### src/rtl/dmx_pkg.sv
package dmx_pkg;

    parameter int DW = 32;

    localparam logic [5:0] OFF_STAT  = 6'h10;
    localparam logic [5:0] OFF_SMODE = 6'h20;
    localparam logic [5:0] OFF_DMODE = 6'h24;
    localparam logic [5:0] OFF_SADDR = 6'h28;
    localparam logic [5:0] OFF_DADDR = 6'h2C;
    localparam logic [5:0] OFF_SIZE  = 6'h30;

    typedef enum logic [1:0] {
        MD_INC = 2'd0,
        MD_DEC = 2'd1,
        MD_FIX = 2'd2
    } step_mode_e;

    typedef enum logic [1:0] {
        MV_IDLE = 2'd0,
        MV_RD   = 2'd1,
        MV_WR   = 2'd2
    } mv_state_e;

    typedef struct packed {
        logic          busy;
        logic [1:0]    smode;
        logic [1:0]    dmode;
        logic [DW-1:0] saddr;
        logic [DW-1:0] daddr;
        logic [DW-1:0] size;
        logic          ev_done;
        logic          ev_abort;
    } chan_regs_t;

    function automatic logic [DW-1:0] step_addr(input logic [DW-1:0] a, input logic [1:0] m);
        case (m)
            MD_INC:  step_addr = a + DW'(4);
            MD_DEC:  step_addr = a - DW'(4);
            default: step_addr = a;
        endcase
    endfunction

    function automatic logic [3:0] tail_be(input logic [DW-1:0] sz);
        if (sz >= DW'(4))      tail_be = 4'hF;
        else if (sz == DW'(3)) tail_be = 4'h7;
        else if (sz == DW'(2)) tail_be = 4'h3;
        else if (sz == DW'(1)) tail_be = 4'h1;
        else                   tail_be = 4'h0;
    endfunction

endpackage

### src/rtl/dmx_chan.sv
module dmx_chan
    import dmx_pkg::*;
(
    input  logic          clk,
    input  logic          rst_n,
    input  logic          cfg_we,
    input  logic [5:0]    cfg_off,
    input  logic [DW-1:0] cfg_wdata,
    input  logic          cmd_start,
    input  logic          cmd_abort,
    input  logic          beat_done,
    output chan_regs_t    st
);

    chan_regs_t ch_d, ch_q;

    always_comb begin
        ch_d = ch_q;
        if (cfg_we && cfg_off == OFF_STAT) begin
            if (cfg_wdata[0]) ch_d.ev_done  = 1'b0;
            if (cfg_wdata[1]) ch_d.ev_abort = 1'b0;
        end
        if (cfg_we && !ch_q.busy) begin
            case (cfg_off)
                OFF_SMODE: ch_d.smode = cfg_wdata[5:4];
                OFF_DMODE: ch_d.dmode = cfg_wdata[5:4];
                OFF_SADDR: ch_d.saddr = cfg_wdata;
                OFF_DADDR: ch_d.daddr = cfg_wdata;
                OFF_SIZE:  ch_d.size  = cfg_wdata;
                default:   ;
            endcase
        end
        if (beat_done && ch_q.busy) begin
            ch_d.saddr = step_addr(ch_q.saddr, ch_q.smode);
            ch_d.daddr = step_addr(ch_q.daddr, ch_q.dmode);
            if (ch_q.size <= DW'(4)) begin
                ch_d.size    = '0;
                ch_d.busy    = 1'b0;
                ch_d.ev_done = 1'b1;
            end else begin
                ch_d.size = ch_q.size - DW'(4);
            end
        end
        if (cmd_start && !ch_q.busy) begin
            if (ch_q.size == '0) ch_d.ev_done = 1'b1;
            else                 ch_d.busy    = 1'b1;
        end
        if (cmd_abort) begin
            ch_d.busy     = 1'b0;
            ch_d.ev_done  = 1'b1;
            ch_d.ev_abort = 1'b1;
        end
    end

    always_ff @(posedge clk) begin
        if (!rst_n) ch_q <= '0;
        else        ch_q <= ch_d;
    end

    assign st = ch_q;

endmodule

### src/rtl/dmx_prio.sv
module dmx_prio #(
    parameter int NUM_CH = 4,
    parameter int IDX_W  = (NUM_CH > 1) ? $clog2(NUM_CH) : 1
) (
    input  logic [NUM_CH-1:0] req,
    output logic [IDX_W-1:0]  pick,
    output logic              any
);

    always_comb begin
        pick = '0;
        for (int i = NUM_CH - 1; i >= 0; i--) begin
            if (req[i]) pick = IDX_W'(i);
        end
        any = |req;
    end

endmodule

### src/rtl/dmx_mover.sv
module dmx_mover
    import dmx_pkg::*;
#(
    parameter int NUM_CH = 4,
    parameter int IDX_W  = (NUM_CH > 1) ? $clog2(NUM_CH) : 1
) (
    input  logic              clk,
    input  logic              rst_n,
    input  logic [NUM_CH-1:0] busy,
    input  logic              any_busy,
    input  logic [IDX_W-1:0]  pick,
    output logic [IDX_W-1:0]  cur_idx,
    output logic [IDX_W-1:0]  gnt_idx,
    input  logic [DW-1:0]     sel_saddr,
    input  logic [DW-1:0]     sel_daddr,
    input  logic [DW-1:0]     sel_size,
    output logic              bus_req,
    output logic              bus_we,
    output logic [DW-1:0]     bus_addr,
    output logic [DW-1:0]     bus_wdata,
    output logic [3:0]        bus_be,
    input  logic [DW-1:0]     bus_rdata,
    input  logic              bus_ack,
    output logic [NUM_CH-1:0] beat_done
);

    typedef struct packed {
        mv_state_e      st;
        logic [IDX_W-1:0] idx;
        logic [DW-1:0]  src;
        logic [DW-1:0]  dst;
        logic [DW-1:0]  data;
        logic [3:0]     be;
    } mv_t;

    mv_t mv_d, mv_q;

    always_comb begin
        mv_d = mv_q;
        case (mv_q.st)
            MV_IDLE: begin
                if (any_busy) begin
                    mv_d.st  = MV_RD;
                    mv_d.idx = pick;
                    mv_d.src = sel_saddr;
                    mv_d.dst = sel_daddr;
                    mv_d.be  = tail_be(sel_size);
                end
            end
            MV_RD: begin
                if (bus_ack) begin
                    mv_d.data = bus_rdata;
                    mv_d.st   = busy[mv_q.idx] ? MV_WR : MV_IDLE;
                end
            end
            MV_WR: begin
                if (bus_ack) mv_d.st = MV_IDLE;
            end
            default: mv_d.st = MV_IDLE;
        endcase
    end

    always_ff @(posedge clk) begin
        if (!rst_n) mv_q <= '0;
        else        mv_q <= mv_d;
    end

    assign cur_idx   = (mv_q.st == MV_IDLE) ? pick : mv_q.idx;
    assign gnt_idx   = mv_q.idx;
    assign bus_req   = (mv_q.st != MV_IDLE);
    assign bus_we    = (mv_q.st == MV_WR);
    assign bus_addr  = (mv_q.st == MV_WR) ? mv_q.dst : mv_q.src;
    assign bus_wdata = mv_q.data;
    assign bus_be    = (mv_q.st == MV_WR) ? mv_q.be : 4'hF;
    assign beat_done = (mv_q.st == MV_WR && bus_ack) ? (NUM_CH'(1) << mv_q.idx) : '0;

endmodule

### src/rtl/dmx_engine.sv
module dmx_engine
    import dmx_pkg::*;
#(
    parameter int NUM_CH = 4,
    parameter int REG_AW = 12
) (
    input  logic              clk,
    input  logic              rst_n,
    input  logic              reg_wr,
    input  logic [REG_AW-1:0] reg_addr,
    input  logic [DW-1:0]     reg_wdata,
    output logic [DW-1:0]     reg_rdata,
    output logic              bus_req,
    output logic              bus_we,
    output logic [DW-1:0]     bus_addr,
    output logic [DW-1:0]     bus_wdata,
    output logic [3:0]        bus_be,
    input  logic [DW-1:0]     bus_rdata,
    input  logic              bus_ack,
    output logic [NUM_CH-1:0] evt_done,
    output logic [NUM_CH-1:0] evt_abort
);

    localparam int IDX_W    = (NUM_CH > 1) ? $clog2(NUM_CH) : 1;
    localparam int BLK_W    = REG_AW - 6;
    localparam int WIN_BLK0 = 'h100 / 'h40;
    localparam int ABORT_B  = DW - 1;

    chan_regs_t          ch_st [NUM_CH];
    logic [NUM_CH-1:0]   ch_busy;
    logic [NUM_CH-1:0]   beat_done;
    logic [NUM_CH-1:0]   start_vec, abort_vec;
    logic [BLK_W-1:0]    blk;
    logic [IDX_W-1:0]    win_idx, pick, cur_idx, gnt_idx;
    logic                in_win, is_cmd, any_busy;
    chan_regs_t          sel_ch, rd_ch;

    assign is_cmd    = (reg_addr == '0);
    assign blk       = reg_addr[REG_AW-1:6] - BLK_W'(WIN_BLK0);
    assign in_win    = (reg_addr[REG_AW-1:6] >= BLK_W'(WIN_BLK0)) && (blk < BLK_W'(NUM_CH));
    assign win_idx   = blk[IDX_W-1:0];
    assign start_vec = (reg_wr && is_cmd && !reg_wdata[ABORT_B]) ? reg_wdata[NUM_CH-1:0] : '0;
    assign abort_vec = (reg_wr && is_cmd &&  reg_wdata[ABORT_B]) ? reg_wdata[NUM_CH-1:0] : '0;

    for (genvar g = 0; g < NUM_CH; g++) begin : g_ch
        dmx_chan u_chan (
            .clk       (clk),
            .rst_n     (rst_n),
            .cfg_we    (reg_wr && in_win && win_idx == IDX_W'(g)),
            .cfg_off   (reg_addr[5:0]),
            .cfg_wdata (reg_wdata),
            .cmd_start (start_vec[g]),
            .cmd_abort (abort_vec[g]),
            .beat_done (beat_done[g]),
            .st        (ch_st[g])
        );
        assign ch_busy[g]   = ch_st[g].busy;
        assign evt_done[g]  = ch_st[g].ev_done;
        assign evt_abort[g] = ch_st[g].ev_abort;
    end

    dmx_prio #(.NUM_CH(NUM_CH), .IDX_W(IDX_W)) u_prio (
        .req  (ch_busy),
        .pick (pick),
        .any  (any_busy)
    );

    assign sel_ch = ch_st[cur_idx];

    dmx_mover #(.NUM_CH(NUM_CH), .IDX_W(IDX_W)) u_mover (
        .clk       (clk),
        .rst_n     (rst_n),
        .busy      (ch_busy),
        .any_busy  (any_busy),
        .pick      (pick),
        .cur_idx   (cur_idx),
        .gnt_idx   (gnt_idx),
        .sel_saddr (sel_ch.saddr),
        .sel_daddr (sel_ch.daddr),
        .sel_size  (sel_ch.size),
        .bus_req   (bus_req),
        .bus_we    (bus_we),
        .bus_addr  (bus_addr),
        .bus_wdata (bus_wdata),
        .bus_be    (bus_be),
        .bus_rdata (bus_rdata),
        .bus_ack   (bus_ack),
        .beat_done (beat_done)
    );

    assign rd_ch = ch_st[win_idx];

    always_comb begin
        reg_rdata = '0;
        if (in_win) begin
            case (reg_addr[5:0])
                OFF_STAT:  reg_rdata = {{(DW-3){1'b0}}, rd_ch.busy, rd_ch.ev_abort, rd_ch.ev_done};
                OFF_SMODE: reg_rdata = {{(DW-6){1'b0}}, rd_ch.smode, 4'h0};
                OFF_DMODE: reg_rdata = {{(DW-6){1'b0}}, rd_ch.dmode, 4'h0};
                OFF_SADDR: reg_rdata = rd_ch.saddr;
                OFF_DADDR: reg_rdata = rd_ch.daddr;
                OFF_SIZE:  reg_rdata = rd_ch.size;
                default:   reg_rdata = '0;
            endcase
        end
    end

endmodule

### config.mk
export PLATFORM = sky130hd
export DESIGN_NAME = dmx_engine
export DESIGN_NICKNAME = d
export VERILOG_FILES = /design/src/rtl/dmx_pkg.sv /design/src/rtl/dmx_chan.sv /design/src/rtl/dmx_prio.sv /design/src/rtl/dmx_mover.sv /design/src/rtl/dmx_engine.sv
export SDC_FILE = /design/constraint.sdc
export NUM_CORES = 2
export LEC_CHECK = 0
export ABC_AREA = 1
export BUFFER_PORTS_ARGS = -buffer_cell sky130_fd_sc_hd__buf_2
export CAP_MARGIN = 20
export CELL_PAD_IN_SITES_DETAIL_PLACEMENT = 1
export CELL_PAD_IN_SITES_GLOBAL_PLACEMENT = 1
export CORE_UTILIZATION = 45
export CTS_CLUSTER_DIAMETER = 60
export DETAILED_ROUTE_END_ITERATION = 8
export GPL_TIMING_DRIVEN = 1
export PLACE_DENSITY_LB_ADDON = 0.1
export SLEW_MARGIN = 40
export SYNTH_ARGS = -nofsm -noshare
export SYNTH_HDL_FRONTEND = slang
export SYNTH_SLANG_ARGS = --single-unit
### constraint.sdc
create_clock -name clk -period 4.1 [get_ports clk]
set_input_delay 0.41 -clock clk [delete_from_list [all_inputs] [get_ports clk]]
set_output_delay 0.41 -clock clk [all_outputs]
set_load 0.02 [all_outputs]
# After elaboration in Yosys (flattened, before gate mapping)
# Index checks and enable logic that the tools add are counted.
# W data, S select, Z words.
# word_totals
inputBits,80
wordCells,302
regBits,516
output_inout_bits,110
latch_bits,0
mem_count,0
romBits,0
ram_bits,0
# op_classes
div,0
addsub,21
mul,0
n_reduce_logical,103
magnitude_cmp,10
eq_ne,33
bitwise,3
n_mux,93
shifts,1
# ops
operator,n
$pmux W32 S2,8
$bmux W103 S2,2
$mux W97,4
$mux W96,4
$sub A32 B3 Y32 const B,12
$mux W32,9
$add A32 B3 Y32 const B,8
$mux W103,2
$mux W98,2
$pmux W32 S6,1
$le A32 B3 Y1 const B,4
$logic_not A32 Y1,4
$mux W68,1
$eq A32 B2 Y1 const B,2
$reduce_bool A2 Y1,25
$reduce_and A2 Y1,18
$mux W1,35
$mux W2,17
$eq A32 B1 Y1 const B,1
$ge A32 B3 Y1 const B,1
$eq A6 B6 Y1 const B,5
$reduce_and A3 Y1,9
$logic_and A1 B1 Y1,26
$mux W4,6
other kinds (21),58

# Depth between registers and ports, before layout
# logic_depth
word_depth,14
ltp_mapped,17
ltp_nobuf,17

# Hierarchy
# Synthesis repeated with hierarchy kept, for this count alone.
# hier_totals
cells_unflattened,8695
area_unflattened_um2,47440.5
# by_module_without_submodules
module,n_inst,area_per_inst_um2,seq_area_each_um2,cells_each
dmx_chan at g_ch[2].u_chan ...,2,9162.5,2062.0,1657
dmx_chan at g_ch[0].u_chan,1,9223.8,2062.0,1661
dmx_chan at g_ch[1].u_chan,1,9171.3,2062.0,1658
dmx_engine,1,6152.2,0.0,1396
dmx_mover,1,4521.8,2082.0,657
dmx_prio,1,46.3,0.0,9

# Least setup slack after synthesis
# No wires, ideal clock.
# synth_path
path_kind,flip-flop to flip-flop
startpoint,"register g_ch[2].u_chan.ch_q, in the netlist g_ch[2].u_chan.st[100]"
endpoint,"register g_ch[2].u_chan.ch_q, in the netlist g_ch[2].u_chan.st[96]"
arrival_ps,3015
stages_incl_launch_ff,15
path_slack_ps,966
required_time_ps,3981
n_path_buf,0
synth_period_minus_slack_ps,3134
setup_time_ps,119
cell_sequence,dfxtp_1 > inv_1 > nor2_1 > inv_1 > fa_1 > o21ai_0 > nand2_1 > nand2_1 > nand2_1 > nand2_1 > nand2_1 > nand2_1 > nand2_1 > nand3_1 > a21oi_1
# synth_between
elab_chain_cells,3
word_cells_on_any_way,6
cone_classes,eq/ne: 2; mux: 2; reduce/logical: 2
# synth_rtl
item,line_no,text
from (decl),dmx_chan.sv:15,"chan_regs_t ch_d, ch_q;"
from (signal assigned),dmx_chan.sv:57,else ch_q <= ch_d;
$eq A2 B1 Y1 / $logic_not A2 Y1 (equally long branches),dmx_pkg.sv:36,case (m)
$ne A3 B3 Y1 (no source line) / $pmux W32 S2 (equally long branches),--,
$reduce_and A3 Y1 (no source line) / $mux W97 (equally long branches),--,
# Parallel ways exist; a longest one is shown, timed or not.
# A chain may end at the register's enable or synchronous reset.

# Worst setup path in the final report
# layout_path
startpoint,"register g_ch[1].u_chan.ch_q, in the netlist g_ch[1].u_chan.st[99]"
endpoint,"register g_ch[1].u_chan.ch_q, in the netlist g_ch[1].u_chan.st[62]"
# layout_between
elab_chain_cells,3
word_cells_on_any_way,6
cone_classes,eq/ne: 2; mux: 2; reduce/logical: 2
# layout_rtl
item,line_no
from (decl),dmx_chan.sv:15
from (signal assigned),dmx_chan.sv:57
$eq A2 B1 Y1 / $logic_not A2 Y1 (equally long branches),dmx_pkg.sv:36
$ne A3 B3 Y1 (no source line) / $pmux W32 S2 (equally long branches),--
$reduce_and A3 Y1 (no source line) / $mux W97 (equally long branches),--
# Parallel ways exist; a longest one is shown, timed or not.

==> results.txt <==
- Yosys warnings: 0
* Hold crit path type: in2reg
- Post-route setup TNS: 0 ns
- Power density over the cells: 266 mW/mm^2
- After detailed placement, the total cell area comes to 0.0463 sq mm.
- Leaving out fill and tap cells, the most frequent cells in the layout are 1397 x sky130_fd_sc_hd__nand2_1, 1000 x sky130_fd_sc_hd__nor2_1, 852 x sky130_fd_sc_hd__o21ai_0, 787 x sky130_fd_sc_hd__inv_1, 646 x sky130_fd_sc_hd__a21oi_1.
- Timing would allow up to 0.266 GHz.
* Root buf cell: sky130_fd_sc_hd__clkbuf_16
- Pins over their slew limit: 0
- The post-route netlist has 8.08% of its cells at a drive strength greater than 1.
* Sink count of the clock tree: 516
- The worst-case IR drop observed on VDD is 0.282 mV.
* Crit path time final: 3.76 ns
- The clock arrives with 0.0338 ns of skew.
- Nature of the critical path startpoint: flop
* Clock insertion delay at the later pin of the skew report: 0.71 ns
- The wire-length estimate of the detail-placed layout is 208000 microns.
* Synthesized instance count: 7335
- In the routed design, unresolved DRC markers number 30.
- Max-cap violations in this run came to 0.
- Setup repair after global routing left no endpoint under its margin.
- GPL Wtd Cong: 1.12
- For the pin with the worst max-slew slack, the measured transition is 1.03 ns.
- Part of the total power dissipated in the clock network: 55.9%
- The floorplan has 114 rows.
* Data required time of the worst path: 4.71 ns
- Via count of the first global-routing pass: 55300
- The final reports fail on design-rule violations.
- Number of endpoints failing setup at the final stage: 0
- Per report_power, the combinational group accounts for 5.8% of the total.
* Top-level I/O count: 190
* Endpoints failing hold: 0
- For this run, the detailed router's first-pass iteration total came to 8.
- Clock-pin transition on the worst setup and hold timing paths: 0.06 ns
* Die extent in y: 315 microns
* Final instance area: 0.0493 sq mm
* Area added between synthesis and finish: 11.7%
* Flip-flop cell with the highest count after synthesis: sky130_fd_sc_hd__dfxtp_1
- Internal power comes to 9440 uW.
- Number of buffers added to fix hold violations after cts: 30
- TritonCTS built the clock tree.
- Flop and latch count out of synthesis: 516
- The floorplan step set the die width to 315 microns.
- The filler cells instantiated in the layout total 13500.
- Via count normalized by instance count: 6.58
- The run finished, with violations left.
- Power consumption: 13100 uW
- Average wire length per cell after detail routing: 30.5 microns
- Net count reported at finish: 7744
- Data on the critical path arrives at its endpoint at 4.37 ns.
* Core Footprint: 0.0970 sq mm
* Part of the power in registers: 38.3%
* Port Buffers: 189
- After clock tree synthesis, the repair step resized 0 gates.
* Commonest non-fill, non-tap cell in the layout: sky130_fd_sc_hd__nand2_1
* Largest fanout on the critical path: 19
- The clock passes through at most 3 buffers.
* Number of library cell types mapped by synthesis: 56
* Share of the yosys chip area belonging to registers: 23.4%
- Mean cell area of the mapped netlist: 6.02 sq um
- STA classifies the critical path endpoint as a flop.
* Maximum number of pins on one net before global-route repair: 189
- The synthesized design contains 0 enable-type register cells.
- Final period utilization: 91.6%
- GRT Overall Usage: 52.0%
* Number of buffers created by CTS: 80
- Netlist area before placement: 0.0441 sq mm
- Area of the die: 0.0994 sq mm
- The critical path in this run is classified as reg2reg.
- Rel. slew slack: 31.4%
- The first routing iteration left 7750 violations.
- Once the floorplan was initialized, standard cells occupied 45.5% of the core.
* Count of H-tree levels built during CTS: 3
- The first global-routing pass estimated 379000 microns of wire.
- Once the clock tree was built, the setup fixing pass inserted 0 buffers.
- The count of nets left with antenna violations once routing finished came out at 0.
* Sw power: 3670 uW
- The routed design has 268000 microns of wire.
- Vias post-DR: 57800
- When the netlist entered floorplanning its net count stood at 7657.
- The initial antenna violation count was 21.
* Switching portion of total power: 28.0%
* Proportion of register bits with asynchronous set or reset after synthesis: 0%
* Static leakage power: 0.0236 uW
* GRT overflow: 0
synthesized netlist by cell type, types with 3 or more instances:
cell / instances / area (sq um)
sky130_fd_sc_hd__o21ai_2: 8 / 70.1
sky130_fd_sc_hd__nand3_2: 3 / 30.0
sky130_fd_sc_hd__nand3b_1: 49 / 368
sky130_fd_sc_hd__buf_2: 80 / 400
sky130_fd_sc_hd__inv_1: 796 / 2990
sky130_fd_sc_hd__nand3_1: 445 / 2230
sky130_fd_sc_hd__o21bai_1: 50 / 375
sky130_fd_sc_hd__and3_1: 4 / 25.0
sky130_fd_sc_hd__a31oi_1: 137 / 857
sky130_fd_sc_hd__clkbuf_1: 184 / 691
sky130_fd_sc_hd__nand2_2: 8 / 50.1
sky130_fd_sc_hd__o211ai_1: 61 / 458
sky130_fd_sc_hd__nand2_1: 1399 / 5250
sky130_fd_sc_hd__o311ai_0: 15 / 131
sky130_fd_sc_hd__nor2_4: 3 / 33.8
sky130_fd_sc_hd__ha_1: 234 / 2930
sky130_fd_sc_hd__and2_1: 3 / 18.8
sky130_fd_sc_hd__a22o_1: 4 / 35.0
sky130_fd_sc_hd__nor3_1: 109 / 546
sky130_fd_sc_hd__dfxtp_1: 516 / 10300
sky130_fd_sc_hd__clkinv_1: 3 / 11.3
sky130_fd_sc_hd__o2111ai_1: 30 / 263
sky130_fd_sc_hd__or2_2: 68 / 425
sky130_fd_sc_hd__a22oi_1: 81 / 608
sky130_fd_sc_hd__nor2_1: 1008 / 3780
sky130_fd_sc_hd__o21ai_1: 23 / 115
sky130_fd_sc_hd__o221ai_1: 8 / 70.1
sky130_fd_sc_hd__a21o_1: 11 / 82.6
sky130_fd_sc_hd__o31ai_1: 17 / 128
sky130_fd_sc_hd__nand4_1: 114 / 713
sky130_fd_sc_hd__buf_1: 25 / 93.8
sky130_fd_sc_hd__xnor2_1: 16 / 140
sky130_fd_sc_hd__a211oi_1: 16 / 120
sky130_fd_sc_hd__a21oi_1: 646 / 3230
sky130_fd_sc_hd__xor2_1: 80 / 701
sky130_fd_sc_hd__nor2_2: 8 / 50.1
sky130_fd_sc_hd__inv_2: 31 / 116
sky130_fd_sc_hd__fa_1: 8 / 160
sky130_fd_sc_hd__buf_4: 45 / 338
sky130_fd_sc_hd__o21a_1: 17 / 128
sky130_fd_sc_hd__o21ai_0: 852 / 4260
sky130_fd_sc_hd__nor4_1: 7 / 43.8
sky130_fd_sc_hd__o22ai_1: 96 / 601
power by group through the flow:
stage | Clock, uW | Combinational (uW) | Sequential (uW)
after floorplan | 0 | 285 | 5130
after global placement | 0 | 668 | 5130
after detailed placement | 0 | 672 | 5130
after CTS | 7190 | 698 | 5020
after global routing | 7450 | 742 | 5010
final | 7330 | 767 | 5020
per-stage QoR:
step / setup WS (ns) / hold WS (ns) / std cells / utilization [%]
floorplan: 0.966 / 0.444 / 7335 / -
global placement: 0.685 / 0.452 / 8586 / 47.7
detailed placement: 0.586 / 0.464 / 8586 / 47.7
CTS: 0.555 / 0.00332 / 8759 / 50.8
global route: 0.196 / 0.0366 / 8762 / 50.8
finish: 0.343 / 0.0324 / 8779 / 50.8
flip-flops by register name (all words and copies together), names as in the netlist:
signal	cells
u_mover.bus_wdata	32
u_mover.gnt_idx	2
u_mover.mv_q	70
g_ch.u_chan.st	412
critical path, cell delays in order, from the launching register on:
cell	delay, ns
sky130_fd_sc_hd__dfxtp_1	0.35
sky130_fd_sc_hd__inv_1	0.08
sky130_fd_sc_hd__nand2_1	0.28
sky130_fd_sc_hd__inv_1	0.44
sky130_fd_sc_hd__buf_4	0.34
sky130_fd_sc_hd__ha_1	0.35
sky130_fd_sc_hd__nand2_1	0.08
sky130_fd_sc_hd__o21ai_0	0.64
sky130_fd_sc_hd__nand2_1	0.10
sky130_fd_sc_hd__nand2_1	0.21
sky130_fd_sc_hd__nand2_1	0.08
sky130_fd_sc_hd__nand2_1	0.15
sky130_fd_sc_hd__nand2_1	0.14
sky130_fd_sc_hd__nand3_1	0.11
sky130_fd_sc_hd__nand3_1	0.14
sky130_fd_sc_hd__a21oi_1	0.16
kinds of logic after synthesis:
family | Yosys count | share of synthesized area, %
flops | 516 | 23.4
compound gates | 2082 | 26.3
buf+inv | 1167 | 10.6
fa+ha+maj | 242 | 6.99
simple gates | 3232 | 30.8
xor+xnor | 96 | 1.90
path summary, 6_finish.rpt:
check	slack (ns)	depth (start not counted)	startpoint	to
max	0.34	15	g_ch[1].u_chan.st[99]	g_ch[1].u_chan.st[62]
min	0.03	3	bus_rdata[25]	u_mover.bus_wdata[25]
max reg2reg	0.34	15	g_ch[1].u_chan.st[99]	g_ch[1].u_chan.st[62]
min reg2reg	0.48	2	g_ch[2].u_chan.st[5]	g_ch[2].u_chan.st[5]
cell type report:
type | instances | area, sq um | area share (%)
diodes | 20 | 50.0 | 0.101
well taps | 1276 | 1600 | 3.24
inverters | 830 | 3120 | 6.32
multi-input cells | 5652 | 29300 | 59.3
clock buffers | 100 | 2230 | 4.52
clock inverters | 43 | 473 | 0.959
repair buffers | 342 | 2270 | 4.60
flip-flops and latches | 516 | 10300 | 20.9
metal layers:
layer	global-route usage, %	part of all wire [%]
met1	64.4	38
met4	40.3	9.1
met3	17.4	13
met5	0	0.045
met2	73.8	40
Note: power is estimated with default switching activity, not from simulation.
